File: config.mk
export PLATFORM = sky130hd
export DESIGN_NAME = flash_ctl_guard
export DESIGN_NICKNAME = d
export VERILOG_FILES = /design/src/rtl/flash_ctl_guard.sv
export SDC_FILE = /design/constraint.sdc
export NUM_CORES = 1
export LEC_CHECK = 0
export BUFFER_PORTS_ARGS = -buffer_cell sky130_fd_sc_hd__buf_2
export CAP_MARGIN = 20
export CELL_PAD_IN_SITES_DETAIL_PLACEMENT = 0
export CELL_PAD_IN_SITES_GLOBAL_PLACEMENT = 1
export CORE_MARGIN = 1
export CORE_UTILIZATION = 29
export CTS_BUF_LIST = sky130_fd_sc_hd__clkbuf_8
export CTS_CLUSTER_SIZE = 40
export DETAILED_ROUTE_END_ITERATION = 10
export PLACE_DENSITY = 0.83
export SYNTH_ARGS = -nofsm -noshare
export SYNTH_HDL_FRONTEND = slang
export SYNTH_SLANG_ARGS = --single-unit
File: constraint.sdc
create_clock -name clk -period 4.55 [get_ports clk]
set_input_delay 0.2275 -clock clk [delete_from_list [all_inputs] [get_ports clk]]
set_output_delay 0.2275 -clock clk [all_outputs]
set_load 0.02 [all_outputs]
File: src/rtl/flash_ctl_guard.sv
module flash_ctl_guard #(
  parameter int ADDR_W = 16,
  parameter int DIV_W = 5,
  parameter int SRC_MHZ = 20,
  parameter int MAX_MHZ = 10,
  parameter logic [ADDR_W-1:0] CTL0_ADDR = 'h57,
  parameter logic [ADDR_W-1:0] CTL1_ADDR = 'h55,
  parameter logic [ADDR_W-1:0] CLR_ADDR = 'h57
) (
  input  logic              clk,
  input  logic              rst_n,
  input  logic              wr_en,
  input  logic              wr_wide,
  input  logic [ADDR_W-1:0] addr,
  input  logic [15:0]       wdata,
  output logic [7:0]        rdata,
  input  logic              irq_ack,
  input  logic              dma_req,
  input  logic              nmi_pin,
  input  logic              nmi_evt,
  input  logic              wdt_evt,
  input  logic              read_array,
  input  logic              busy,
  input  logic [DIV_W-1:0]  clk_div,
  input  logic              wait_on,
  output logic              rewrite_en,
  output logic              lock_rel,
  output logic              mode2,
  output logic              seq_err,
  output logic              abort,
  output logic              dma_viol
);
  localparam int B_RE = 1;
  localparam int B_LR = 2;
  localparam int B_SE = 3;
  localparam int B_M2 = 1;

  logic       armed;
  logic [2:0] arm_sel;

  wire sel0    = addr == CTL0_ADDR;
  wire sel1    = addr == CTL1_ADDR;
  wire byte_w0 = wr_en && !wr_wide && sel0;
  wire byte_w1 = wr_en && !wr_wide && sel1;
  wire intrude = irq_ack || dma_req;
  wire force_r = nmi_evt || wdt_evt;
  wire go      = armed && !intrude && nmi_pin;

  wire [DIV_W-1:0] div_eff = (clk_div == '0) ? DIV_W'(1) : clk_div;
  wire clk_ok = wait_on && (SRC_MHZ <= MAX_MHZ * int'(div_eff));

  wire try_re = byte_w0 && wdata[B_RE] && !rewrite_en;
  wire try_lr = byte_w0 && wdata[B_LR] && !lock_rel;
  wire try_m2 = byte_w1 && wdata[B_M2] && !mode2;
  wire ok_re  = try_re && go && arm_sel[0] && clk_ok;
  wire ok_lr  = try_lr && go && arm_sel[1];
  wire ok_m2  = try_m2 && go && arm_sel[2];
  wire reject = (try_re && !ok_re) || (try_lr && !ok_lr) || (try_m2 && !ok_m2);

  wire clr_re = wr_en && wr_wide && addr == CLR_ADDR && wdata[15:8] == 8'h00
                && !wdata[B_RE] && read_array;

  wire [2:0] zeros = {byte_w1 && !wdata[B_M2], byte_w0 && !wdata[B_LR], byte_w0 && !wdata[B_RE]};
  wire unused_bits = &{1'b0, wdata[7:4], wdata[0]};

  always_ff @(posedge clk) begin
    if (!rst_n || force_r) begin
      rewrite_en <= 1'b0;
      lock_rel   <= 1'b0;
      mode2      <= 1'b0;
      seq_err    <= 1'b0;
      armed      <= 1'b0;
      arm_sel    <= '0;
    end else begin
      if (ok_re) rewrite_en <= 1'b1;
      else if (clr_re) rewrite_en <= 1'b0;
      if (ok_lr) lock_rel <= 1'b1;
      else if (byte_w0 && !wdata[B_LR]) lock_rel <= 1'b0;
      if (ok_m2) mode2 <= 1'b1;
      else if (byte_w1 && !wdata[B_M2]) mode2 <= 1'b0;
      if (reject) seq_err <= 1'b1;
      else if (byte_w0 && wdata[B_SE]) seq_err <= 1'b0;
      if (wr_en) begin
        armed   <= !intrude && (zeros != '0);
        arm_sel <= zeros;
      end else if (intrude) begin
        armed <= 1'b0;
      end
    end
  end

  always_ff @(posedge clk) begin
    if (!rst_n) begin
      abort    <= 1'b0;
      dma_viol <= 1'b0;
    end else begin
      abort    <= force_r;
      dma_viol <= !force_r && rewrite_en && mode2 && busy && dma_req;
    end
  end

  assign rdata = sel0 ? {4'b0, seq_err, lock_rel, rewrite_en, rewrite_en && !busy}
               : sel1 ? {6'b0, mode2, 1'b0}
               : 8'h00;
endmodule


# Word-level counts from Yosys, hierarchy flattened
# Index checks and enable logic that the tools add are counted.
# word_totals
reg_bits	10
inputBits	49
out_inout_bits	14
word_cells	88
# classes
multipliers	1
order_cmp	1
eq_ne	2
n_mux	13
reduce_logical	63
# op_table
op	count
1-bit logical AND	37
16-bit by 7-bit equality test with 1-bit output (second input constant)	2
1-bit logical NOT	13
1-bit 2-to-1 mux	10
2-bit nonzero test	5
5-bit by 9-bit less-or-equal comparator with 1-bit output (first input constant)	1
8-bit logical NOT	1
3-bit by 5-bit multiplier with 8-bit output (first input constant)	1
5-bit logical NOT	1
1-bit logical OR	5
5-bit 2-to-1 mux	1
4-bit 2-to-1 mux	1
3-bit nonzero test	1
2-bit 2-to-1 mux	1

# Logic depth before layout (Yosys ltp)
# Gate-level depths: netlist of the first run.
# depth
ltp_word	13
depth_mapped	10
ltp_nobuf	10

# Worst setup path before layout of the first run
# Ideal clock, no wire load.
# synth_path
path_kind	input port to flip-flop
start	input clk_div[2]
end	register seq_err
setup_time_ps	87
arrival_time_ps	2034
required_ps	4463
path_slack_ps	2429
stages	9
path_cell_list	o41ai_1 > ha_1 > ha_1 > fa_1 > nor3_1 > nand2_1 > o2111ai_1 > a221oi_1 > o31ai_1
# synth_between
elab_chain_cells	11
# synth_rtl
item	line_no	source
start, declared	24	input logic [DIV_W-1:0] clk_div,
5-bit logical NOT	49	wire [DIV_W-1:0] div_eff = (clk_div == '0) ? DIV_W'(1) : clk_div;
5-bit 2-to-1 mux (*)	49	
3-bit by 5-bit multiplier with 8-bit output (*)	50	wire clk_ok = wait_on && (SRC_MHZ <= MAX_MHZ * int'(div_eff));
5-bit by 9-bit less-or-equal comparator with 1-bit output (*)	50	
1-bit logical AND (*)	50	
1-bit logical AND (*)	55	wire ok_re = try_re && go && arm_sel[0] && clk_ok;
1-bit logical NOT (*)	58	wire reject = (try_re && !ok_re) || (try_lr && !ok_lr) || (try_m2 && !ok_m2);
1-bit logical AND (*)	58	
1-bit logical OR (*) (2 in series)	58	
1-bit 2-to-1 mux or 2-bit nonzero test (tied branches)	-	
end signal, assigned	71	seq_err <= 1'b0;
end signal, assigned	81	if (reject) seq_err <= 1'b1;
end signal, assigned	82	else if (byte_w0 && wdata[B_SE]) seq_err <= 1'b0;
end, declared	29	output logic seq_err,
# Mark *: on every way between the ends. The rest lies on a longest branch, timed or not.
# A chain may end at the register's enable or synchronous reset.

# Worst setup path after layout of the first run
# Ends and elaborated chain as after synthesis.

==> summary.md, run 1 <==
| Metric | Value |
|---|---|
| Clk sinks | 10 |
| Synth area leaders | dfxtp_1 (24%), ha_1 (6.1%), and2_1 (4.6%), buf_4 (3.7%), nor4b_2 (3.7%) |
| Clock transition at path regs | 40 ps |
| Worst Path Max Fanout | 4 |
| Unique masters post-synth | 40 |
| Synth Register Bits | 10 |
| Die width | 55.2 um |
| Sequential fraction of the synthesis area | 24.4% |
| Final core utilization | 44.0% |
| Pwr dens | 203 mW/mm^2 |
| H-tree depth | 1 |
| Final min period | 2310 ps |
| Remaining global-route overflow | 0 |
| Drt total wl | 2120 um |
| Setup TNS | 0 ps |
| Critical path's slowest cell | fa_1 |
| Largest net degree at the start of global routing | 9 |
| HPWL after detailed placement | 1780 um |
| Clock buffer depth | 2 |
| Hold-fix buffers, CTS | 0 |
| Floorplan core area | 0.00257 mm^2 |
| Io pins | 63 |
| Crit-path most repeated cell | ha_1 |
| Startpoint Class | input pin |
| Iter 0 DRT Violations | 15 |
| Post CTS Setup Buffer Count | 0 |
| Initial antenna violation count | 0 |
| Routed length per instance | 12.0 um |
| Clock buffer count from CTS | 3 |
| WHS Path Cells | 2 |
| Yosys warning total | 0 |
| Gr usage total | 15.4% |
| Filler cells | 262 |
| # port buffers | 53 |
| # diodes | 0 |
| Max incr delay on CP | 420 ps |
| Area taken by multi-input logic gates | 573 um^2 |
| VDD IR-drop max | 0.000171 V |
| Synth Area in XOR/XNOR | 2.14% |
| Starting Density | 31.9% |
| Post-synth top flop | dfxtp_1 |
| Setup Skew | 0.285 ps |
| Max-slew violation count | 0 |
| Syn-to-layout area delta | 37.7% |
| Die Y | 55.2 um |
| RSZ-0062 raised after global routing | no |
| Vias/cell | 5.11 |
| Slew HR | 64.0% |
| Post-synth EDFFs | 0 |
| CTS Root Cell | clkbuf_8 |
| Nets@finish | 203 |
| Worst setup path category | in2reg |
| Fmax | 432 MHz |
| Share of cells above drive strength 1 | 41.5% |
| Syn avg cell area | 8.54 um^2 |
| Tightest Pin Transition | 536 ps |
| Crit-path cells | buf_2 -> o41ai_1 -> ha_1 -> ha_1 -> fa_1 -> nor3_1 -> nand2_1 -> o2111ai_1 -> a221oi_1 -> o31ai_1 |
| Max-Cap Viols | 0 |
| Multiplexer area fraction after synthesis | 1.22% |
| Clk_lat worst skew | 230 ps |
| FF-to-FF path depth | 5 |
| CTS tree | yes |
| Antenna Nets Post-Route | 0 |
| # resized after CTS | 0 |
| WP data required | 4700 ps |
| Largest family of logic cells by synthesized area | simple AND/OR/NAND/NOR gates |
| Vias in the first global route | 835 |
| Synthesized area | 820 um^2 |
| Yosys top cell area share | 24.4% |
| Ys async rst share | 0% |
| First-pass GRT wire length | 3350 um |
| Final setup violation count | 0 |
| Period utilization | 50.9% |
| Worst setup EP type | flop |
| Worst Hold Class | in2reg |
| Cells after Synth | 96 |
| Compound-Gate Fraction of Synth Area | 16.3% |
| Die area | 0.00304 mm^2 |
| Vias | 904 |
| Cell taking the most area after synthesis | dfxtp_1 |
| Seq. cell area | 200 um^2 |
| Status | finished clean |
| Simple-Gate Fraction of Synth Area | 39.8% |
| P_leak | 0.525 nW |
| First drt pass iteration count | 4 |
| Final hold viol count | 0 |
| Adder-Cell Fraction of Synth Area | 8.55% |
| Std cell rows | 18 |
| Routability cong. | 0.818 |
| Critical path arrival | 2460 ps |
| Residual DRC | 0 |
synth_stat cells (2+ instances only):
cell and count:
o31ai_1 3, o21a_1 2, clkbuf_1 3, inv_1 3
and3b_1 2, nor3b_1 2, ha_1 4, nand2_1 7
a21oi_1 3, nor2b_1 3, and2_1 6, nor3_1 4
dfxtp_1 10, nand4_1 3, nor4b_2 2, xor2_1 2
nor4b_1 3, buf_4 4, nor2_1 6, nand3_1 3
nand2b_1 2
state kept, by name, summed over array words and instances, names as in the netlist:
signal      flops
arm_sel         3
abort           1
armed           1
dma_viol        1
lock_rel        1
mode2           1
rewrite_en      1
seq_err         1
per-stage QoR:
step | hold WS [ps] | setup slack, ps | instance area (um^2) | std cells | power [mW]
5_1_grt | 209 | 2120 | 1130 | 177 | 0.240
4_1_cts | 205 | 2210 | 1130 | 177 | 0.230
3_3_place_gp | 441 | 2140 | 1090 | 174 | 0.139
6_report | 207 | 2240 | 1130 | 177 | 0.229
3_5_place_dp | 450 | 2000 | 1090 | 174 | 0.141
2_1_floorplan | 303 | 2430 | 831 | 99 | 0.117
per-layer routing:
| layer | wire length (um) | GRT usage [%] | up-vias | share of wire [%] |
|---|---|---|---|---|
| li1 | - | - | 446 | - |
| met3 | 218 | 4.10 | 4 | 10 |
| met1 | 785 | 17.8 | 401 | 37 |
| met5 | 0 | 0 | - | 0 |
| met2 | 1100 | 27.1 | 53 | 52 |
| met4 | 20 | 5.00 | 0 | 0.94 |
final cells by class:
type                            count  area share [%]
Sequential cell                    10            17.7
Clock buffer                        3            3.66
Inverter                            3           0.998
Tap cell                           30            3.33
Multi-Input combinational cell     78            50.8
Timing Repair Buffer               53            23.5
cell usage in the layout, fill, tap and decap left out, drive strengths merged, types with 3 or more instances in the layout:
cell type and count:
clkbuf 3, conb 4, nand3 3, inv 3, ha 4, and2 7
nor3 4, nor2b 3, buf 53, nand2b 3, nand2 7, nor2 6
nand4 3, dfxtp 10, nor4b 5, o31ai 3, a21oi 3
path summary, 6_finish.rpt:
check	slack, ps	start	end
setup reg to reg	2910	armed	seq_err
hold reg to reg	480	seq_err	seq_err
hold / removal	210	irq_ack	armed
setup / recovery	2240	clk_div[2]	seq_err
where the power goes:
group	total, mW	internal, mW	switching, mW
clock network	0.0889	0.0576	0.0313
logic	0.0510	0.0246	0.0264
registers	0.0886	0.0885	0.000118
total	0.229	0.171	0.0578
cell families after synthesis:
family,Yosys count
AOI/OAI and AO/OA,16
xor gates and xnor gates,2
adders and majority gates,5
buffers and inverters,11
DFF,10
muxes,1
other,1
and+or+nand+nor,50
critical path, delay by kind of cell:
kind / cells / cell delay [ps]
buffers and inverters: 1 / 120
adder cells (fa/ha/maj): 3 / 840
AND/OR/NAND/NOR: 2 / 240
AO/OA/AOI/OAI: 4 / 1030
No activity file was read; power rests on OpenSTA's default activity.
==> run 2: changes to the inputs <==
- ABC_AREA: unset -> 1
- CORE_UTILIZATION: 29 -> 23
- PLACE_DENSITY: 0.83 -> 0.74
- clock period: 4.55 -> 2 ns (I/O delays scaled with it)
==> run 2 against run 1 <==
Compared with the run above: clock skew increased by 2.1 ps; sequential power is 130% higher; largest power group unchanged; flip-flop and latch count did not move; global-route usage fell by 4.3 points; worst setup slack lost 1900 ps; core utilization down 8.8 points; clock-buffer cell count is 1 higher; combinational power grew 130%.
==> summary.md, run 2 <==
| Metric | Value |
|---|---|
| Status | finished clean |
| Fmax | 583 MHz |
| Std cell rows | 21 (+3) |
| Floorplan core area | 0.00347 mm^2 (+35%) |
| Routed length per instance | 8.95 um (-25%) |
| Clk_lat worst skew | 240 ps (about the same) |
| # port buffers | 53 (unchanged) |
| Hold wc startpoint | nmi_evt |
| Total chip power | 0.570 mW (+150%) |
| CTS tree | yes |
| Worst setup EP type | flop |
| Syn avg cell area | 5.87 um^2 (-31%) |
| Most frequent cells in the layout | buf_2 (53), nand2_1 (34), nor2_1 (34) |
| Vias | 1030 (+14%) |
| Gr usage total | 11.1% (-4.3 points) |
| Setup Slack @ Placement | 36.7 ps (-1960 ps) |
| Nets@finish | 257 (+27%) |
| Reg2reg end | seq_err |
| # resized after CTS | 0 (unchanged) |
| Worst setup path category | in2reg |
| Synth Register Bits | 10 (unchanged) |
| HPWL after detailed placement | 1960 um (+10%) |
| Remaining global-route overflow | 0 (unchanged) |
| Share of cells above drive strength 1 | 32.2% (-9.3 points) |
| Clock buffer depth | 2 (unchanged) |
| Routability cong. | 0.742 (-9.2%) |
| Post-synth EDFFs | 0 (unchanged) |
| Period utilization | 85.7% |
| Seq. cell area | 200 um^2 (unchanged) |
| Post-synth top flop | dfxtp_1 |
| FF-to-FF path depth | 7 (+2) |
| Cells after Synth | 148 (+54%) |
| Unique masters post-synth | 23 (-43%) |
| First-pass GRT wire length | 3500 um (+4.3%) |
| Ys async rst share | 0% (unchanged) |
| Vias/cell | 4.15 (-19%) |
| Hold Path Sink | abort |
| Critical path arrival | 1840 ps (-620 ps) |
| CTS Root Cell | clkbuf_8 |
| Post CTS Setup Buffer Count | 0 (unchanged) |
| Setup Skew | 2.43 ps (+2.15 ps) |
| Clock transition at path regs | 50 ps (about the same) |
| Commonest non-fill, non-tap cell in the layout | buf_2 |
| Final hold viol count | 0 (unchanged) |
| RSZ-0062 raised after global routing | no |
| WP data required | 2120 ps (-2580 ps) |
| Filler cells | 432 (+65%) |
| First drt pass iteration count | 4 (unchanged) |
| Die width | 63.4 um (+15%) |
| Yosys warning total | 0 (unchanged) |
| Initial antenna violation count | 0 (unchanged) |
| WHS Path Cells | 3 (+1) |
| Final setup margin | 286 ps (-1950 ps) |
| Flop2flop setup slack | 930 ps (-1980 ps) |
| Die Y | 63.4 um (+15%) |
| Sequential fraction of the synthesis area | 23.1% (-1.4 points) |
| Die area | 0.00403 mm^2 (+32%) |
| Pwr dens | 468 mW/mm^2 (+130%) |
| Starting Density | 25.0% (-6.9 points) |
| P_leak | 0.642 nW (+22%) |
| Final hold slack | 88.8 ps (-118 ps) |
| Max reg flops | 3 (unchanged) |
| Max-Cap Viols | 0 (unchanged) |
| Setup TNS | 0 ps (unchanged) |
| Worst Hold Class | in2reg |
| Worst Path Max Fanout | 3 (-1) |
| Top post-synthesis cells by count | nand2_1 (34), nor2_1 (34), inv_1 (21), dfxtp_1 (10), nand4_1 (7) |
| Max-slew violation count | 0 (unchanged) |
| Clk sinks | 10 (unchanged) |
| Largest net degree at the start of global routing | 7 (-2) |
| Io pins | 63 (unchanged) |
| Final setup violation count | 0 (unchanged) |
| Hold-fix buffers, CTS | 0 (unchanged) |
| H-tree depth | 1 (unchanged) |
| Final min period | 1710 ps |
| Antenna Nets Post-Route | 0 (unchanged) |
| Synth area leaders | dfxtp_1 (23%), nand2_1 (15%), nor2_1 (15%), inv_1 (9.1%), ha_1 (5.8%) |
| Largest Register | arm_sel |
| Iter 0 DRT Violations | 15 (unchanged) |
| Cell taking the most area after synthesis | dfxtp_1 |
| Residual DRC | 0 (unchanged) |
| # diodes | 0 (unchanged) |
| Drt total wl | 2220 um (+4.8%) |
| Synthesized area | 868 um^2 (+6.0%) |
| Syn-to-layout area delta | 40.5% |
| Area taken by multi-input logic gates | 559 um^2 (-2.4%) |
| R2R Path Start | armed |
| Startpoint Class | input pin |
| Clock buffer count from CTS | 3 (unchanged) |
| Yosys top cell area share | 23.1% (-1.4 points) |
| VDD IR-drop max | 0.000342 V (+100%) |
| Vias in the first global route | 850 (+1.8%) |
run 2: cell count changes in the layout (fill, tap and decap cells not counted), sizes merged, moves of 4 or more:
cell   change
nor2      +34
nand2     +27
inv       +19
and2       -7
nor4b      -5
nand4      +4
run 2: kinds of logic (layout without fill, tap and decap cells):
logic type | count (synthesis) | after routing | share of synthesized area [%]
AO/OA/AOI/OAI | 11 | 11 | 7.06
adder cells (fa/ha/maj) | 5 | 5 | 8.07
flip-flops | 10 | 10 | 23.1
buffers and inverters | 28 | 79 | 13.8
other | 1 | 4 | 0.432
AND/OR/NAND/NOR | 93 | 93 | 47.5
run 2: area by class of cell:
cell class                      count  area share (%)
Clock buffer                        4            4.51
Inverter                           22            6.77
Multi-Input combinational cell    113            45.8
Sequential cell                    10            16.4
Tap cell                           46            4.72
Timing Repair Buffer               53            21.7
run 2: worst max path at each step:
stage	from	to	slack (ps)	cells after the start
final	clk_div[3]	seq_err	290	15
after global routing	clk_div[3]	seq_err	130	15
after CTS	clk_div[3]	seq_err	280	15
after detailed placement	clk_div[3]	seq_err	40	15
after global placement	clk_div[3]	seq_err	30	15
after floorplan	clk_div[3]	seq_err	280	14
run 2: where the power goes:
group	total, mW	internal, mW	switching, mW
Sequential	0.202	0.201	0.000317
Combinational	0.116	0.0522	0.0635
Clock	0.253	0.173	0.0801
Total	0.570	0.427	0.144
run 2: routing by layer:
metal	global-route usage, %	vias to the layer above	share of wire, %
met4	4.26	0	1.3
met5	0	-	0
met1	14.3	429	46
met3	2.90	4	7.2
met2	17.4	33	46
li1	-	564	-
run 2: through the flow:
step / area (um^2) / util, % / cells
finish: 1220 / 35.2 / 248
global route: 1220 / 35.2 / 248
CTS: 1220 / 35.2 / 248
detailed placement: 1160 / 33.6 / 244
global placement: 1160 / 33.6 / 244
floorplan: 880 / - / 151
run 2: critical path, stage by stage:
cell	delay [ps]
buf_2	100
nor2_1	50
a21o_1	170
ha_1	190
ha_1	210
fa_1	480
inv_1	40
nand2_1	60
nor2_1	40
nand3_1	100
nand2_1	60
nand2_1	60
nand2_1	50
nor2_1	80
nor2_1	40
==> run 3: changes to the inputs <==
- CELL_PAD_IN_SITES_DETAIL_PLACEMENT: 0 -> 1
- CTS_BUF_LIST: sky130_fd_sc_hd__clkbuf_8 -> sky130_fd_sc_hd__clkbuf_4 sky130_fd_sc_hd__clkbuf_8
==> run 3 against run 2 <==
Compared with the run above: worst setup slack worse by 52 ps; flip-flop and latch count unchanged; clock power about the same; critical path depth unchanged; die area unchanged; hold slack better by 7.0 ps; clock skew up 1.0 ps; wire length up 10%; global-route usage up 1.5 points; power up 0.59%; critical endpoint unchanged; largest cell class unchanged; largest power group unchanged; highest routed layer unchanged.
==> summary.md, run 3 (synthesis results as in run 2) <==
| Metric | Value |
|---|---|
| Worst Hold Class | in2reg |
| Final core utilization | 35.2% (unchanged) |
| Hold wc startpoint | nmi_evt |
| Pwr dens | 470 mW/mm^2 (+0.59%) |
| Setup Skew | 3.45 ps (+1.02 ps) |
| Final setup violation count | 0 (unchanged) |
| # resized after CTS | 0 (unchanged) |
| CTS tree | yes |
| Worst Path Max Fanout | 3 (unchanged) |
| Startpoint Class | input pin |
| Initial antenna violation count | 0 (unchanged) |
| Vias/cell | 4.28 (+3.1%) |
| Die area | 0.00403 mm^2 (unchanged) |
| Clk_lat worst skew | 240 ps (about the same) |
| Final hold viol count | 0 (unchanged) |
| Reg2reg end | seq_err |
| Hold-fix buffers, CTS | 0 (unchanged) |
| Final std cells w/o fill | 248 (unchanged) |
| Io pins | 63 (unchanged) |
| Post CTS Setup Buffer Count | 0 (unchanged) |
| Fmax | 566 MHz (-3.0%) |
| RSZ-0062 raised after global routing | no |
| Largest net degree at the start of global routing | 7 (unchanged) |
| Syn-to-layout area delta | 40.5% (unchanged) |
| Residual DRC | 0 (unchanged) |
| Flop2flop setup slack | 920 ps (about the same) |
| Die Y | 63.4 um (unchanged) |
| Total chip power | 0.574 mW (+0.59%) |
| H-tree depth | 1 (unchanged) |
| Die width | 63.4 um (unchanged) |
| Drt total wl | 2440 um (+10%) |
| Period utilization | 88.3% (+2.6 points) |
| Placed Cells | 244 (unchanged) |
| Max-slew violation count | 0 (unchanged) |
| Max-Cap Viols | 0 (unchanged) |
| Post-route cell area | 0.00122 mm^2 (unchanged) |
| Final min period | 1770 ps (+52.4 ps) |
| Max reg flops | 3 (unchanged) |
| Worst setup EP type | flop |
| Hold Path Sink | abort |
| Nets@finish | 257 (unchanged) |
| Setup Slack @ Placement | -21.3 ps (-58.0 ps) |
| # port buffers | 53 (unchanged) |
| Commonest non-fill, non-tap cell in the layout | buf_2 |
| Setup TNS | 0 ps (unchanged) |
| Clk sinks | 10 (unchanged) |
| Floorplan core area | 0.00347 mm^2 (unchanged) |
| HPWL after detailed placement | 2210 um (+13%) |
| WHS Path Cells | 3 (unchanged) |
| Vias in the first global route | 1011 (+19%) |
| First-pass GRT wire length | 4040 um (+16%) |
| Largest Register | arm_sel |
| Worst setup path category | in2reg |
| Final hold slack | 95.8 ps (+7.03 ps) |
| R2R Path Start | armed |
| First drt pass iteration count | 2 (-2) |
| Clock buffer count from CTS | 3 (unchanged) |
| Clock transition at path regs | 50 ps (about the same) |
| Gr usage total | 12.5% (+1.5 points) |
| WP data required | 2120 ps (about the same) |
| Share of cells above drive strength 1 | 32.2% (unchanged) |
| Iter 0 DRT Violations | 11 (-4) |
| Routability cong. | 0.742 (unchanged) |
| Remaining global-route overflow | 0 (unchanged) |
| FF-to-FF path depth | 7 (unchanged) |
| Most frequent cells in the layout | buf_2 (53), nand2_1 (34), nor2_1 (34) |
| Clock buffer depth | 2 (unchanged) |
| Antenna Nets Post-Route | 0 (unchanged) |
| Status | finished clean |
| CTS Root Cell | clkbuf_8 |
| DP Area | 0.00116 mm^2 (unchanged) |
| Routed length per instance | 9.85 um (+10%) |
| Vias | 1062 (+3.1%) |
| Starting Density | 25.0% (unchanged) |
| Critical path arrival | 1890 ps (+50 ps) |
| # diodes | 0 (unchanged) |
| Std cell rows | 21 (unchanged) |
| P_leak | 0.642 nW (unchanged) |
| Final setup margin | 233 ps (-52.4 ps) |
| VDD IR-drop max | 0.000513 V (+50%) |
## run 3: cell counts in the layout (fill, tap and decap cells not counted)
Identical to the previous run, type by type.
## run 3: power breakdown
part	internal, mW	leakage (nW)	switching [mW]
Sequential	0.201	0.0809	0.000324
Clock	0.173	0.0288	0.0814
Combinational	0.0523	0.532	0.0654
## run 3: worst max-delay path by stage
stage	from	end	slack, ps
floorplan	clk_div[3]	seq_err	280
global placement	clk_div[3]	seq_err	30
detailed placement	clk_div[3]	seq_err	-20
CTS	clk_div[3]	seq_err	220
global route	clk_div[3]	seq_err	100
finish	clk_div[3]	seq_err	230
## run 3: cell type report
type	count	area [um^2]
fillers	500	2250
multi-input cells	113	559
repair buffers	53	265
flip-flops and latches	10	200
inverters	22	82.6
well taps	46	57.6
clock buffers	4	55.1
## run 3: routing by layer
| metal | wire length, um | track usage (%) |
|---|---|---|
| met5 | 0 | 0 |
| met4 | 13 | 2.56 |
| met3 | 141 | 3.08 |
| met2 | 1230 | 22.9 |
| met1 | 1060 | 14.6 |
## run 3: critical path: stages
cell and delay, ps:
buf_2 110, nor2_1 60, a21o_1 170, ha_1 190, ha_1 210, fa_1 480
inv_1 40, nand2_1 70, nor2_1 40, nand3_1 110, nand2_1 70, nand2_1 70
nand2_1 50, nor2_1 90, nor2_1 50
